[src/rtl/dac_fe_pkg.sv]
package dac_fe_pkg;

  typedef enum logic [1:0] {
    ADR_CH_A = 2'b00,
    ADR_NONE = 2'b01,
    ADR_BOTH = 2'b10,
    ADR_CH_B = 2'b11
  } fe_adr_e;

  typedef struct packed {
    logic clr;
    logic cap;
    logic xfer;
    logic pass;
  } fe_op_t;

  localparam int unsigned FE_NCH = 2;

  // bit 0 = channel A, bit 1 = channel B
  function automatic logic [FE_NCH-1:0] fe_chan_hit(input logic [1:0] adr);
    case (fe_adr_e'(adr))
      ADR_CH_A: fe_chan_hit = 2'b01;
      ADR_CH_B: fe_chan_hit = 2'b10;
      ADR_BOTH: fe_chan_hit = 2'b11;
      default:  fe_chan_hit = 2'b00;
    endcase
  endfunction

endpackage

[src/rtl/fe_sync.sv]
module fe_sync #(
  parameter int unsigned W      = 1,
  parameter int unsigned STAGES = 2,
  parameter logic [W-1:0] RST_VAL = '0
) (
  input  logic         clk,
  input  logic         rst,
  input  logic [W-1:0] d_in,
  output logic [W-1:0] q_out
);

  logic [W-1:0] stg [STAGES];

  always_ff @(posedge clk) begin
    if (rst) stg[0] <= RST_VAL;
    else     stg[0] <= d_in;
  end

  genvar gi;
  generate
    for (gi = 1; gi < STAGES; gi++) begin : g_stage
      always_ff @(posedge clk) begin
        if (rst) stg[gi] <= RST_VAL;
        else     stg[gi] <= stg[gi-1];
      end
    end
  endgenerate

  assign q_out = stg[STAGES-1];

endmodule

[src/rtl/fe_decode.sv]
module fe_decode
  import dac_fe_pkg::*;
(
  input  logic              clk,
  input  logic              rst,
  input  logic              wr_n_s,
  input  logic              ld_s,
  input  logic              clr_n_s,
  input  logic [1:0]        adr_s,
  output fe_op_t            op,
  output logic [FE_NCH-1:0] hit
);

  logic wr_n_prev, ld_prev;
  logic rise_any;

  always_ff @(posedge clk) begin
    if (rst) begin
      wr_n_prev <= 1'b1;
      ld_prev   <= 1'b1;
    end else begin
      wr_n_prev <= wr_n_s;
      ld_prev   <= ld_s;
    end
  end

  assign rise_any = (wr_n_s && !wr_n_prev) || (ld_s && !ld_prev);

  always_comb begin
    op.clr  = !clr_n_s;
    op.cap  = !wr_n_s && !ld_s;
    op.pass = !wr_n_s &&  ld_s;
    op.xfer =  wr_n_s &&  ld_s && rise_any;
  end

  assign hit = fe_chan_hit(adr_s);


  op_excl_chk: assert property (@(posedge clk) disable iff (rst)
    $onehot0({op.cap, op.xfer, op.pass}));


  xfer_once_chk: assert property (@(posedge clk) disable iff (rst)
    op.xfer |=> !op.xfer);

endmodule

[src/rtl/fe_chan.sv]
module fe_chan
  import dac_fe_pkg::*;
#(
  parameter int unsigned W = 16
) (
  input  logic         clk,
  input  logic         rst,
  input  logic         por_mid,
  input  logic         mid_s,
  input  fe_op_t       op,
  input  logic         hit,
  input  logic [W-1:0] din,
  output logic [W-1:0] stage_q,
  output logic [W-1:0] out_q
);

  localparam logic [W-2:0] LOW_ZERO = '0;

  always_ff @(posedge clk) begin
    if (rst) begin
      stage_q <= {por_mid, LOW_ZERO};
      out_q   <= {por_mid, LOW_ZERO};
    end else if (op.clr) begin
      stage_q <= {mid_s, LOW_ZERO};
      out_q   <= {mid_s, LOW_ZERO};
    end else if (hit) begin
      if (op.pass) begin
        stage_q <= din;
        out_q   <= din;
      end else begin
        if (op.cap)  stage_q <= din;
        if (op.xfer) out_q   <= stage_q;
      end
    end
  end


  clear_chk: assert property (@(posedge clk) disable iff (rst)
    op.clr |=> (out_q == {$past(mid_s), LOW_ZERO}) && (stage_q == out_q));


  no_hit_chk: assert property (@(posedge clk) disable iff (rst)
    (!op.clr && !hit) |=> ($stable(out_q) && $stable(stage_q)));


  pass_chk: assert property (@(posedge clk) disable iff (rst)
    (!op.clr && hit && op.pass) |=> (out_q == $past(din)));


  xfer_chk: assert property (@(posedge clk) disable iff (rst)
    (!op.clr && hit && op.xfer) |=> (out_q == $past(stage_q)));


  idle_chk: assert property (@(posedge clk) disable iff (rst)
    (!op.clr && !op.cap && !op.xfer && !op.pass) |=> ($stable(out_q) && $stable(stage_q)));


  cap_hold_chk: assert property (@(posedge clk) disable iff (rst)
    (!op.clr && op.cap) |=> $stable(out_q));

endmodule

[src/rtl/dual_dac_frontend.sv]
module dual_dac_frontend
  import dac_fe_pkg::*;
#(
  parameter int unsigned DATA_W      = 16,
  parameter int unsigned SYNC_STAGES = 2
) (
  input  logic              clk,
  input  logic              rst,
  input  logic [DATA_W-1:0] bus_data,
  input  logic [1:0]        bus_addr,
  input  logic              wr_strobe_n,
  input  logic              load_strobe,
  input  logic              clear_n,
  input  logic              mid_preset,
  output logic [DATA_W-1:0] code_a,
  output logic [DATA_W-1:0] code_b
);

  localparam int unsigned CTRL_W = 6;
  localparam logic [CTRL_W-1:0] CTRL_IDLE = {ADR_NONE, 1'b1, 1'b1, 1'b1, 1'b0};

  logic [CTRL_W-1:0] ctrl_raw, ctrl_s;
  logic [DATA_W-1:0] data_s;
  logic [1:0]        adr_s;
  logic              wr_n_s, ld_s, clr_n_s, mid_s;
  fe_op_t            op;
  logic [FE_NCH-1:0] hit;
  logic [DATA_W-1:0] stage_v [FE_NCH];
  logic [DATA_W-1:0] out_v   [FE_NCH];

  assign ctrl_raw = {bus_addr, wr_strobe_n, load_strobe, clear_n, mid_preset};

  fe_sync #(.W(CTRL_W), .STAGES(SYNC_STAGES), .RST_VAL(CTRL_IDLE)) u_ctrl_sync (
    .clk(clk), .rst(rst), .d_in(ctrl_raw), .q_out(ctrl_s)
  );

  fe_sync #(.W(DATA_W), .STAGES(SYNC_STAGES), .RST_VAL('0)) u_data_sync (
    .clk(clk), .rst(rst), .d_in(bus_data), .q_out(data_s)
  );

  assign {adr_s, wr_n_s, ld_s, clr_n_s, mid_s} = ctrl_s;

  fe_decode u_dec (
    .clk(clk), .rst(rst), .wr_n_s(wr_n_s), .ld_s(ld_s), .clr_n_s(clr_n_s),
    .adr_s(adr_s), .op(op), .hit(hit)
  );

  genvar gc;
  generate
    for (gc = 0; gc < FE_NCH; gc++) begin : g_chan
      fe_chan #(.W(DATA_W)) u_chan (
        .clk(clk), .rst(rst), .por_mid(mid_preset), .mid_s(mid_s), .op(op),
        .hit(hit[gc]), .din(data_s), .stage_q(stage_v[gc]), .out_q(out_v[gc])
      );
    end
  endgenerate

  assign code_a = out_v[0];
  assign code_b = out_v[1];

endmodule

[config.mk]
export PLATFORM = sky130hd
export DESIGN_NAME = dual_dac_frontend
export DESIGN_NICKNAME = d
export VERILOG_FILES = /design/src/rtl/dac_fe_pkg.sv /design/src/rtl/fe_sync.sv /design/src/rtl/fe_decode.sv /design/src/rtl/fe_chan.sv /design/src/rtl/dual_dac_frontend.sv
export SDC_FILE = /design/constraint.sdc
export NUM_CORES = 1
export LEC_CHECK = 0
export ABC_AREA = 0
export CAP_MARGIN = 20
export CORE_ASPECT_RATIO = 0.5
export CORE_MARGIN = 8
export CORE_UTILIZATION = 45
export DETAILED_ROUTE_END_ITERATION = 8
export DONT_BUFFER_PORTS = 1
export PLACE_DENSITY = 0.63
export SETUP_SLACK_MARGIN = 0.2
export SYNTH_ARGS = -nofsm -noshare
export SYNTH_HDL_FRONTEND = slang
export SYNTH_SLANG_ARGS = --single-unit
[constraint.sdc]
create_clock -name clk -period 3.9 [get_ports clk]
set_clock_uncertainty 0.05 [all_clocks]
set_input_delay 0.585 -clock clk [delete_from_list [all_inputs] [get_ports clk]]
set_output_delay 0.585 -clock clk [all_outputs]
set_load 0.02 [all_outputs]
## After elaboration in Yosys (flattened, before gate mapping)

Memory sizes are Yosys's and may differ from the RTL's.
Cells that the tools add are included.

| word-level totals | value |
|---|---|
| memory bits (writable) | 44 |
| output and inout port bits | 32 |
| register bits after elaboration | 66 |
| memories kept | 2 |
| input port bits | 24 |

Memories:

| name | words | bits a word | read ports | clocked after memory_dff | write ports | line | RTL |
|---|---|---|---|---|---|---|---|
| u_data_sync.stg | 2 | 16 | 2 | 0 | 2 | fe_sync.sv:12 | `logic [W-1:0] stg [STAGES];` |
| u_ctrl_sync.stg | 2 | 6 | 2 | 0 | 2 | fe_sync.sv:12 |  |

| operators by class | value |
|---|---|
| eq/ne operators | 6 |
| reductions and logical operators | 23 |
| mux-type cells | 26 |
| bitwise operators | 5 |

Operators by type and width:

| operator | count |
|---|---|
| $mux 16 | 20 |
| $reduce_and 2->1 | 8 |
| $mux 6 | 2 |
| $ne 4x2->1 const B | 2 |
| $logic_and 1x1->1 | 6 |
| $ne 3x2->1 const B | 2 |
| $pmux 2 s3 | 1 |
| $eq 2x2->1 const B | 2 |
| $logic_not 1->1 | 4 |
| $or 1x1->1 | 4 |
| $reduce_bool 2->1 | 2 |
| $mux 1 | 3 |
| $logic_not 2->1 | 1 |
| $reduce_or 2->1 | 1 |
| $logic_or 1x1->1 | 1 |
| $not 1->1 | 1 |

## Logic depth before layout (Yosys ltp)

Gate-level depths: netlist of run 1.

| logic depth | value |
|---|---|
| depth in word-level cells | 9 |
| gate-level depth with buffers | 5 |
| mapped depth without buffers | 3 |

## Cells and area by module

Synthesis of run 1 repeated with hierarchy kept, for this count alone.

| second synthesis, totals | value |
|---|---|
| cell total of the unflattened synthesis | 397 |
| area total of the unflattened synthesis | 4,152.7 um2 |

By module, submodules not included:

| module | instances | cells an instance | area an instance (um2) | seq. area each (um2) |
|---|---|---|---|---|
| fe_chan | 2 | 147 | 1,437.6 | 660.6 |
| fe_sync (u_data_sync) | 1 | 67 | 863.3 | 640.6 |
| fe_sync (u_ctrl_sync) | 1 | 25 | 329.1 | 240.2 |
| fe_decode | 1 | 11 | 85.1 | 40.0 |

## Worst setup path before layout of run 1

Ideal clock, no wire load.

| timing path | value |
|---|---|
| path kind | input -> register |
| start point | input rst |
| end point | register g_chan[0].u_chan.out_q[15], data pin |
| buffers on the path | 1 |
| setup time | 0.265 ns |
| required time | 3.585 ns |
| stages | 3 |
| data arrival time | 1.186 ns |
| setup slack | 2.399 ns |
| path through | clkbuf_1 -> nor2b_1 -> o22ai_1 |

| between the ends | value |
|---|---|
| cells in the longest elaborated chain, start to end | 1 |

Ends and longest elaborated chain:

| what | line | RTL |
|---|---|---|
| from (decl) | dual_dac_frontend.sv:8 | `input logic rst,` |
| $mux 16 | fe_chan.sv:20 | `if (rst) begin` |
| to (signal assigned) | fe_chan.sv:22 | `out_q <= {por_mid, LOW_ZERO};` |
| to (signal assigned) | fe_chan.sv:25 | `out_q <= {mid_s, LOW_ZERO};` |
| to (signal assigned) | fe_chan.sv:29 | `out_q <= din;` |
| to (decl) | fe_chan.sv:14 | `output logic [W-1:0] out_q` |

No other way between the ends.
A chain may end at the register's enable or synchronous reset.

==> summary.txt, run 1 <==
Logic synthesis
  • Post-synthesis adder-cell area fraction: 0
  • Synth Area in Compound Gates: 0.219
  • Xor and xnor area share after synthesis: 0
  • Most common cell in the netlist: dfxtp_1
  • Largest family of logic cells by synthesized area: compound AO/OA/AOI/OAI gates
  • Synth Area per Inst: around 9.9 um^2
  • Area contributors post-synth: dfxtp_1 51%, a21oi_1 7.9%, nand2_1 5.8%
  • Synth Area in Simple Gates: 0.191
  • Synth top cells by count: 106 x dfxtp_1, 65 x a21oi_1, 64 x nand2_1
  • Syn Nets: 443
  • YS warnings: 0
  • Yosys top cell area share: 0.512
  • Register area share after synthesis: 0.541
  • #FFs+latches synth: 110
  • Area of the mapped netlist: a little over 4000 um^2
  • Yosys cell types: 28
  • Synth area leader: dfxtp_1
  • Synth Flop Type: dfxtp_1
  • Mapped Cells: approximately 420
  • FFs w/ async S/R, synth: 0
  • Post-synth EDFFs: 4
  • Mux cell area share after synthesis: 0

Clock network
  • CTS root buf: clkbuf_16
  • CTS max path bufs: 2
  • H-tree depth: 3
  • Sink Count: 110
  • Resized cells post-CTS: 0
  • CTS buffer count: 9
  • Clk_lat worst skew: around 350 ps
  • Clock Pin Slew Worst Setup and Hold Paths: around 70 ps
  • Setup bufs post-CTS: 0
  • Hold buffer count at cts: 0
  • CTS tree: yes

Routing
  • Drt via density: about 5.5
  • ANT nets after route: 0
  • Drt total wl: 9510 um
  • Detailed-route via count: 2831
  • Detailed Routing Iterations Pass 1: 4
  • Post-route DRC violation count: 0
  • Iter 0 DRT Violations: between 200 and 300
  • WL per Instance: between 15 and 20 um

Power
  • Worst vdd ir: between 0.2 and 0.25 mV
  • PwrDens: 494 nW/um^2
  • LEAKAGE: around 1.5 nW

Place
  • RD Place Congestion: 0.837
  • Detailed placement HPWL: 6560 um
  • Port Buf Inserts: 0
  • Placed cells: 502
  • Pre-CTS WS: roughly 1500 ps

Layout
  • Reg area: ~2200 um^2
  • N_diodes: 0
  • Filler cell count: just over 800
  • Area grow syn2layout: 6.25%
  • # nets final: 420
  • Fin cells: 518
  • End-of-flow core utilization: 0.499
  • Multi-input logic area: ~1700 um^2
  • Share of cells above drive strength 1: 0.140

STA
  • Final Cycle Share: 0.611
  • # setup viols final: 0
  • Max frequency: approximately 420 MHz
  • Crit path time final: approximately 2400 ps
  • RSZ-0062 raised after global routing: false
  • Fin. Hold Viols: 0
  • Pins over their slew limit: 0
  • Setup_tns: 0 ps
  • Final worst slack: roughly 1500 ps
  • Slew of the pin with the lowest slew margin: roughly 1100 ps
  • WHS: ~250 ps
  • Slew margin rel.: 0.253

Setup path
  • CP Launch Type: flip-flop
  • CP endpoint kind: flip-flop
  • Crit-path max FO: 24
  • Reg2reg start: u_ctrl_sync.stg[1][3]$_SDFF_PP1_
  • Crit path DAT: roughly 2400 ps
  • Worst EP required: 3960 ps
  • Type of the worst setup path: flip-flop to flip-flop
  • Worst Setup SP: u_ctrl_sync.stg[1][3]$_SDFF_PP1_

GRT
  • GRT Overall Usage: 0.151
  • Largest net degree at the start of global routing: 52
  • Initial antenna violation count: 0
  • Global-route wire length before repair: around 15000 um
  • Vias in the first global route: between 2000 and 3000
  • Grt ovf: 0

Floorplanning
  • Core area: 8830 um^2
  • Die Y: 83.8 um
  • # rows: 24
  • Area of the die: 12700 um^2
  • Die width: about 150 um
  • Top-level I/O count: 56
  • Initial Util: 0.469

Hold path
  • Hold_sp: rst
  • Worst min path class: input pin to flip-flop

Outcome
  • Outcome: complete, no violations

Job
  • Max-Cap Viols: 0
==> metrics by stage <==
stage                     cell area, um^2  power (W)
after floorplan                      4140    0.00129
after global placement               4110    0.00131
after detailed placement             4110    0.00131
after CTS                            4400    0.00219
after global routing                 4400    0.00226
final                                4400    0.00217
==> cell type report <==
cell class	instances	area share
inverter	1	0.000853
clock buffer	11	0.0529
multi-input combinational	272	0.387
sequential	110	0.509
clock inverter	5	0.0136
timing repair buffer	2	0.00341
tap	117	0.0333
==> final timing paths <==
| kind | end | slack (ps) | depth (start not counted) |
|---|---|---|---|
| setup / recovery | g_chan[1].u_chan.out_q[15]$_DFFE_PP_ | 1520 | 3 |
| setup reg to reg | g_chan[1].u_chan.out_q[15]$_DFFE_PP_ | 1520 | 3 |
| hold reg to reg | u_ctrl_sync.stg[1][2]$_SDFF_PP1_ | 360 | 1 |
| hold / removal | u_data_sync.stg[0][1]$_SDFF_PP0_ | 250 | 1 |
==> cell families (layout without fill, tap and decap cells) <==
group | after synthesis | after routing
simple gates | 144 | 144
compound gates | 128 | 128
flops | 110 | 110
buf+inv | 37 | 19
==> layout by cell type, fill, tap and decap left out <==
master / Yosys / final
a211oi_1: 11 / 11
a211oi_2: 19 / 19
a21oi_1: 65 / 65
a31oi_1: 15 / 15
and3_1: 2 / 2
and3b_1: 16 / 16
buf_4: 7 / 2
bufinv_16: 0 / 1
clkbuf_1: 14 / 2
clkbuf_16: 0 / 9
clkinv_1: 0 / 1
clkinv_4: 0 / 3
dfxtp_1: 106 / 106
edfxtp_1: 4 / 4
inv_1: 1 / 1
nand2_1: 64 / 64
nand2b_1: 5 / 4
nand2b_2: 0 / 1
nand2b_4: 1 / 1
nand3_1: 2 / 2
nand3_2: 1 / 1
nor2_1: 2 / 2
nor2_4: 1 / 1
nor2b_1: 38 / 38
nor2b_2: 1 / 1
o21ai_0: 1 / 1
o21ba_1: 9 / 9
o21ba_2: 6 / 6
o22ai_1: 2 / 2
or2_2: 11 / 11
==> critical path: stages, from the launching register on <==
cell	delay, ps
dfxtp_1	750
nand3_2	450
and3_1	600
nand2b_1	280
==> flip-flops by register name, summed over array words and instances, names as in the netlist <==
name,flops
g_chan.u_chan.stage_q,32
u_ctrl_sync.stg,12
u_data_sync.stg,32
u_dec.ld_prev,1
g_chan.u_chan.out_q,32
u_dec.wr_n_prev,1
==> metal layers <==
layer	wire length, um	up-vias	track usage
met5	0	-	0
li1	-	1397	-
met4	155	0	0.0530
met1	4780	1299	0.226
met2	3580	123	0.186
met3	996	12	0.0568
==> where the power goes <==
group / switching [W] / internal (W)
clock network: 0.000391 / 0.000500
registers: 0.0000341 / 0.00116
logic: 0.0000534 / 0.0000335
Note: power is estimated with default switching activity, not from simulation.
==> run 2: changes to the inputs <==
==> constraint.sdc (replaced) <==
create_clock -name clk -period 2.2 [get_ports clk]
set_clock_uncertainty 0.05 [all_clocks]
set_input_delay 0.33 -clock clk [delete_from_list [all_inputs] [get_ports clk]]
set_output_delay 0.33 -clock clk [all_outputs]
set_load 0.02 [all_outputs]
==> run 2 against run 1 <==
  * Die area did not move
  * Combinational power rose by 120%
  * Global-route usage rose by 0.25 points
  * Sequential share of layout area fell by 1.0 points
  * Sequential power rose by 76%
  * Critical path type unchanged
  * Worst hold slack got worse by 220 ps
  * Count of clock-buffer cells in the layout did not move
  * First-iteration DRC count fell by 13%
==> summary.txt, run 2 (synthesis results as in run 1) <==
Floorplanning
  • # rows: 24 (unchanged)
  • Top-level I/O count: 56 (unchanged)
  • Initial Util: 0.469 (unchanged)
  • Die Y: 83.8 um (unchanged)
  • Core area: 8830 um^2 (unchanged)
  • Die width: 152 um (unchanged)
  • Area of the die: 12700 um^2 (unchanged)

Clock network
  • CTS max path bufs: 2 (unchanged)
  • H-tree depth: 3 (unchanged)
  • Clk_lat worst skew: 350 ps (about the same)
  • CTS buffer count: 9 (unchanged)
  • CTS root buf: clkbuf_16 (unchanged)
  • CTS tree: yes (unchanged)
  • Sink Count: 110 (unchanged)
  • Clock Pin Slew Worst Setup and Hold Paths: 70 ps (about the same)

STA
  • WHS: 31.4 ps (was 254 ps)
  • RSZ-0062 raised after global routing: false (unchanged)
  • Fin. Hold Viols: 0 (unchanged)
  • Final worst slack: 509 ps (was 1520 ps)
  • Pins over their slew limit: 0 (unchanged)
  • Final Cycle Share: 0.769 (was 0.611)
  • Slew of the pin with the lowest slew margin: 1040 ps (was 1120 ps)
  • Slew margin rel.: 0.306 (was 0.253)
  • Crit path time final: 1690 ps (was 2380 ps)
  • Setup_tns: 0 ps (unchanged)
  • Max frequency: 591 MHz (was 420 MHz)
  • # setup viols final: 0 (unchanged)

Hold path
  • Hold_sp: wr_strobe_n (was rst)
  • Worst min path class: input pin to flip-flop (unchanged)
  • Hold path endpoint: u_ctrl_sync.stg[0][3]$_SDFF_PP1_ (was u_data_sync.stg[0][1]$_SDFF_PP0_)
  • Hold Crit Depth: 1 (unchanged)

Place
  • Port Buf Inserts: 0 (unchanged)
  • RD Place Congestion: 0.797 (was 0.837)
  • Placed cells: 512 (was 502)
  • Detailed placement HPWL: 6730 um (was 6560 um)
  • Pre-CTS WS: 370 ps (was 1540 ps)

Routing
  • Detailed Routing Iterations Pass 1: 5 (was 4)
  • Detailed-route via count: 2841 (was 2831)
  • WL per Instance: 18.1 um (was 18.4 um)
  • Iter 0 DRT Violations: 244 (was 280)
  • Drt total wl: 9570 um (was 9510 um)
  • Drt via density: 5.36 (was 5.47)
  • Post-route DRC violation count: 0 (unchanged)
  • ANT nets after route: 0 (unchanged)

Setup path
  • Capturing point of the worst reg2reg path: g_chan[0].u_chan.stage_q[8]$_SDFFE_PP0P_ (was g_chan[1].u_chan.out_q[15]$_DFFE_PP_)
  • R2r worst-path depth: 3 (unchanged)
  • Worst EP required: 2430 ps (was 3960 ps)
  • CP endpoint kind: flip-flop (unchanged)
  • Reg2reg start: u_ctrl_sync.stg[1][3]$_SDFF_PP1_ (unchanged)
  • Reg2Reg Setup Slack: 510 ps (was 1520 ps)
  • Crit-path max FO: 24 (unchanged)
  • Type of the worst setup path: flip-flop to flip-flop (unchanged)
  • Crit path DAT: 1920 ps (was 2440 ps)
  • CP Launch Type: flip-flop (unchanged)

Layout
  • N_diodes: 0 (unchanged)
  • Most frequent cells in the layout: 105 x dfxtp_1, 65 x a21oi_1, 64 x nand2_1 (was 106 x dfxtp_1, 65 x a21oi_1, 64 x nand2_1)
  • Fin cells: 530 (was 518)
  • # nets final: 432 (was 420)
  • Area grow syn2layout: 8.52% (was 6.25%)
  • Largest regs: g_chan.u_chan.out_q (32), g_chan.u_chan.stage_q (32), u_data_sync.stg (32) (unchanged)
  • Most common cell after layout, fill and taps aside: dfxtp_1 (unchanged)
  • Share of cells above drive strength 1: 0.167 (was 0.140)

GRT
  • Initial antenna violation count: 0 (unchanged)
  • Global-route wire length before repair: 15100 um (was 14700 um)
  • Grt ovf: 0 (unchanged)
  • Largest net degree at the start of global routing: 36 (was 52)
  • Vias in the first global route: 2757 (was 2579)
  • GRT Overall Usage: 0.153 (was 0.151)

Power
  • Tot Pwr: 0.00378 W (was 0.00217 W)
  • PwrDens: 841 nW/um^2 (was 494 nW/um^2)
  • LEAKAGE: 1.58 nW (was 1.52 nW)
  • Worst vdd ir: 0.352 mV (was 0.248 mV)

Job
  • Max-Cap Viols: 0 (unchanged)

Outcome
  • Outcome: complete, no violations (unchanged)
run 2: layer usage:
metal,wire length [um],up-vias,GRT usage
met5,0,-,0
met4,132,0,0.0495
met3,905,10,0.0622
met2,3700,99,0.196
met1,4840,1320,0.223
li1,-,1412,-
run 2: final cells by class:
type	instances	area, um^2
flip-flops and latches	110	2240
repair buffers	14	133
inverters	1	3.75
multi-input cells	272	1700
fillers	806	4330
clock inverters	5	35.0
well taps	117	146
clock buffers	11	233
run 2: report_power, final:
group | internal, W | switching [W]
registers | 0.00206 | 0.0000536
logic | 0.0000762 | 0.000113
clock network | 0.000771 | 0.000706
run 2: worst max-delay path by stage:
| stage | start | end | slack, ps | cells past startpoint |
|---|---|---|---|---|
| 2_1_floorplan | u_ctrl_sync.stg[1][3]$_SDFF_PP1_ | g_chan[0].u_chan.stage_q[15]$_DFFE_PP_ | 860 | 4 |
| 3_3_place_gp | u_ctrl_sync.stg[1][3]$_SDFF_PP1_ | g_chan[1].u_chan.out_q[8]$_SDFFE_PP0P_ | 460 | 4 |
| 3_5_place_dp | u_ctrl_sync.stg[1][3]$_SDFF_PP1_ | g_chan[1].u_chan.out_q[7]$_SDFFE_PP0P_ | 370 | 4 |
| 4_1_cts | u_ctrl_sync.stg[1][3]$_SDFF_PP1_ | g_chan[1].u_chan.out_q[7]$_SDFFE_PP0P_ | 340 | 4 |
| 5_1_grt | u_ctrl_sync.stg[1][3]$_SDFF_PP1_ | g_chan[0].u_chan.stage_q[1]$_SDFFE_PP0P_ | 410 | 3 |
| 6_report | u_ctrl_sync.stg[1][3]$_SDFF_PP1_ | g_chan[0].u_chan.stage_q[8]$_SDFFE_PP0P_ | 510 | 3 |
run 2: stage by stage:
stage                      util  area (um^2)
after global placement    0.475         4200
final                     0.509         4500
after detailed placement  0.475         4200
after floorplan               -         4140
after CTS                 0.509         4490
after global routing      0.509         4500
run 2: critical path, cell delays in order, from the launching register on:
cell and delay [ps]:
dfxtp_2 440, nor2_1 840, nand2_1 140, a21oi_1 150
run 2: repair_timing:
action / in CTS / in global routing
resized for setup: 0 / 1
hold endpoints to repair: 35 / 0
setup buffers: 0 / 0
hold buffers: 2 / 0
setup endpoints to repair: 0 / 1
==> run 3: changes to the inputs <==
--- a/config.mk
+++ b/config.mk
@@ -12,7 +12,7 @@
 export CORE_UTILIZATION = 45
 export DETAILED_ROUTE_END_ITERATION = 8
 export DONT_BUFFER_PORTS = 1
-export PLACE_DENSITY = 0.63
+export PLACE_DENSITY = 0.65
 export SETUP_SLACK_MARGIN = 0.2
 export SYNTH_ARGS = -nofsm -noshare
 export SYNTH_HDL_FRONTEND = slang
==> constraint.sdc (replaced) <==
create_clock -name clk -period 1.4 [get_ports clk]
set_clock_uncertainty 0.05 [all_clocks]
set_input_delay 0.21 -clock clk [delete_from_list [all_inputs] [get_ports clk]]
set_output_delay 0.21 -clock clk [all_outputs]
set_load 0.02 [all_outputs]
==> run 3 against run 2 <==
  * Cell area up 23%
  * Worst setup slack worse by 380 ps
  * Power up 65%
  * First-iteration DRC count up 16%
  * Die area unchanged
  * Clock power up 66%
  * Global-route usage up 1.5 points
  * Combinational power rose to 2.6 times the previous value
  * Critical path type unchanged
  * Largest cell class unchanged
  * Largest power group unchanged
==> summary.txt, run 3 (synthesis results as in run 1) <==
Outcome
  • Outcome: complete, no violations (unchanged)

Floorplanning
  • Top-level I/O count: 56 (unchanged)
  • Die width: 152 um (unchanged)
  • Core area: 8830 um^2 (unchanged)
  • Die Y: 83.8 um (unchanged)
  • Initial Util: 0.469 (unchanged)
  • Area of the die: 12700 um^2 (unchanged)
  • # rows: 24 (unchanged)

STA
  • Setup_tns: 0 ps (unchanged)
  • Max frequency: 786 MHz (was 591 MHz)
  • Crit path time final: 1270 ps (was 1690 ps)
  • RSZ-0062 raised after global routing: true (was false)
  • Final worst slack: 128 ps (was 509 ps)
  • Slew of the pin with the lowest slew margin: 309 ps (was 1040 ps)
  • Pins over their slew limit: 0 (unchanged)
  • Final Cycle Share: 0.908 (was 0.769)
  • Fin. Hold Viols: 0 (unchanged)
  • Slew margin rel.: 0.794 (was 0.306)
  • # setup viols final: 0 (unchanged)
  • WHS: 20.9 ps (was 31.4 ps)

Layout
  • Area grow syn2layout: 33.6% (was 8.52%)
  • Fin cells: 600 (was 530)
  • Largest regs: g_chan.u_chan.out_q (32), g_chan.u_chan.stage_q (32), u_data_sync.stg (32) (unchanged)
  • Filler cell count: 705 (was 806)
  • Most frequent cells in the layout: 100 x dfxtp_1, 57 x nand2_1, 44 x a21oi_1 (was 105 x dfxtp_1, 65 x a21oi_1, 64 x nand2_1)
  • Share of cells above drive strength 1: 0.366 (was 0.167)
  • N_diodes: 0 (unchanged)
  • # nets final: 502 (was 432)
  • Most common cell after layout, fill and taps aside: dfxtp_1 (unchanged)

Clock network
  • Clk_lat worst skew: 350 ps (about the same)
  • CTS tree: yes (unchanged)
  • CTS max path bufs: 2 (unchanged)
  • CTS buffer count: 9 (unchanged)
  • H-tree depth: 3 (unchanged)
  • Clock Pin Slew Worst Setup and Hold Paths: 70 ps (about the same)
  • Sink Count: 110 (unchanged)
  • CTS root buf: clkbuf_16 (unchanged)

Routing
  • Iter 0 DRT Violations: 282 (was 244)
  • Drt via density: 5.47 (was 5.36)
  • ANT nets after route: 0 (unchanged)
  • WL per Instance: 18.4 um (was 18.1 um)
  • Drt total wl: 11000 um (was 9570 um)
  • Post-route DRC violation count: 0 (unchanged)
  • Detailed-route via count: 3283 (was 2841)
  • Detailed Routing Iterations Pass 1: 6 (was 5)

Place
  • RD Place Congestion: 0.829 (was 0.797)
  • Pre-CTS WS: -0.636 ps (was 370 ps)
  • Port Buf Inserts: 0 (unchanged)
  • Placed cells: 544 (was 512)
  • Detailed placement HPWL: 7330 um (was 6730 um)

GRT
  • Largest net degree at the start of global routing: 43 (was 36)
  • Global-route wire length before repair: 16800 um (was 15100 um)
  • GRT Overall Usage: 0.169 (was 0.153)
  • Grt ovf: 0 (unchanged)
  • Vias in the first global route: 3109 (was 2757)
  • Initial antenna violation count: 0 (unchanged)

Power
  • Tot Pwr: 0.00625 W (was 0.00378 W)
  • LEAKAGE: 2.05 nW (was 1.58 nW)
  • Worst vdd ir: 0.662 mV (was 0.352 mV)
  • PwrDens: 1130 nW/um^2 (was 841 nW/um^2)

Hold path
  • Worst min path class: input pin to flip-flop (unchanged)

Setup path
  • Reg2Reg Setup Slack: 130 ps (was 510 ps)
  • Crit-path max FO: 9 (was 24)
  • WP buf/inv: 1 (was 0)
  • CP Cell Sequence: nand2b_4 -> buf_6 -> a21oi_1 -> a211oi_2 (was nor2_1 -> nand2_1 -> a21oi_1)
  • CP endpoint kind: flip-flop (unchanged)
  • Critical path's top delay family: flip-flops (was simple AND/OR/NAND/NOR gates)
  • Crit path largest cell delay: 400 ps (was 840 ps)
  • CP max-delay cell: dfxtp_4 (was nor2_1)
  • Worst EP required: 1610 ps (was 2430 ps)
  • Crit path DAT: 1490 ps (was 1920 ps)
  • CP Launch Type: flip-flop (unchanged)
  • Type of the worst setup path: flip-flop to flip-flop (unchanged)

Job
  • Max-Cap Viols: 0 (unchanged)
==> run 3: changes by cell type in the layout (fill, tap and decap cells not counted), moves of 10 or more <==
cell | before | now
a211oi_1 | 11 | 1
dlygate4sd3_1 | 1 | 25
buf_6 | 0 | 12
buf_4 | 11 | 35
a21oi_2 | 0 | 17
a21oi_1 | 65 | 44
==> run 3: power by group <==
group	leakage, nW	switching, W	internal [W]
Clock	0.136	0.00117	0.00128
Combinational	1.01	0.000250	0.000245
Sequential	0.906	0.0000718	0.00323
Total	2.05	0.00149	0.00476
==> run 3: worst register-to-register path, stage by stage (launching register included) <==
cell and delay [ps]:
dfxtp_4 400, nand2b_4 220, buf_6 170, a21oi_1 100
a211oi_2 250
==> run 3: what timing repair did <==
action | in CTS | in global routing
pin swaps | 7 | 25
gates resized for setup | 45 | 42
buffers inserted | 4 | 5
gates cloned | 1 | 4
setup endpoints to repair | 51 | 68
hold buffers | 26 | 0
hold endpoints to repair | 46 | 0
==> run 3: through the flow <==
stage | utilization | area (um^2)
3_3_place_gp | 0.509 | 4490
6_report | 0.627 | 5530
3_5_place_dp | 0.509 | 4490
5_1_grt | 0.627 | 5530
4_1_cts | 0.597 | 5270
2_1_floorplan | - | 4200
==> run 3: per-layer routing <==
layer	part of all wire	global-route usage	vias to the layer above
li1	-	-	1556
met1	0.47	0.233	1558
met2	0.43	0.242	149
met3	0.084	0.0547	20
met4	0.013	0.0512	0
met5	0	0	-
==> run 3: path summary, 6_finish.rpt <==
path	from	end	depth (start not counted)
setup / recovery	u_ctrl_sync.stg[1][3]$_SDFF_PP1_	g_chan[1].u_chan.out_q[1]$_SDFFE_PP0P_	4
hold / removal	rst	g_chan[1].u_chan.stage_q[15]$_DFFE_PP_	2
setup reg to reg	u_ctrl_sync.stg[1][3]$_SDFF_PP1_	g_chan[1].u_chan.out_q[1]$_SDFFE_PP0P_	4
hold reg to reg	u_ctrl_sync.stg[0][1]$_SDFF_PP1_	u_ctrl_sync.stg[1][1]$_SDFF_PP1_	1
==> run 3: cell type report <==
class                      count  area [um^2]  area share
clock buffer                  10          239      0.0432
clock inverter                 6         50.0     0.00905
inverter                       1         3.75    0.000678
multi-input combinational    273         1960       0.355
sequential                   110         2260       0.408
tap                          117          146      0.0265
timing repair buffer          83          873       0.158
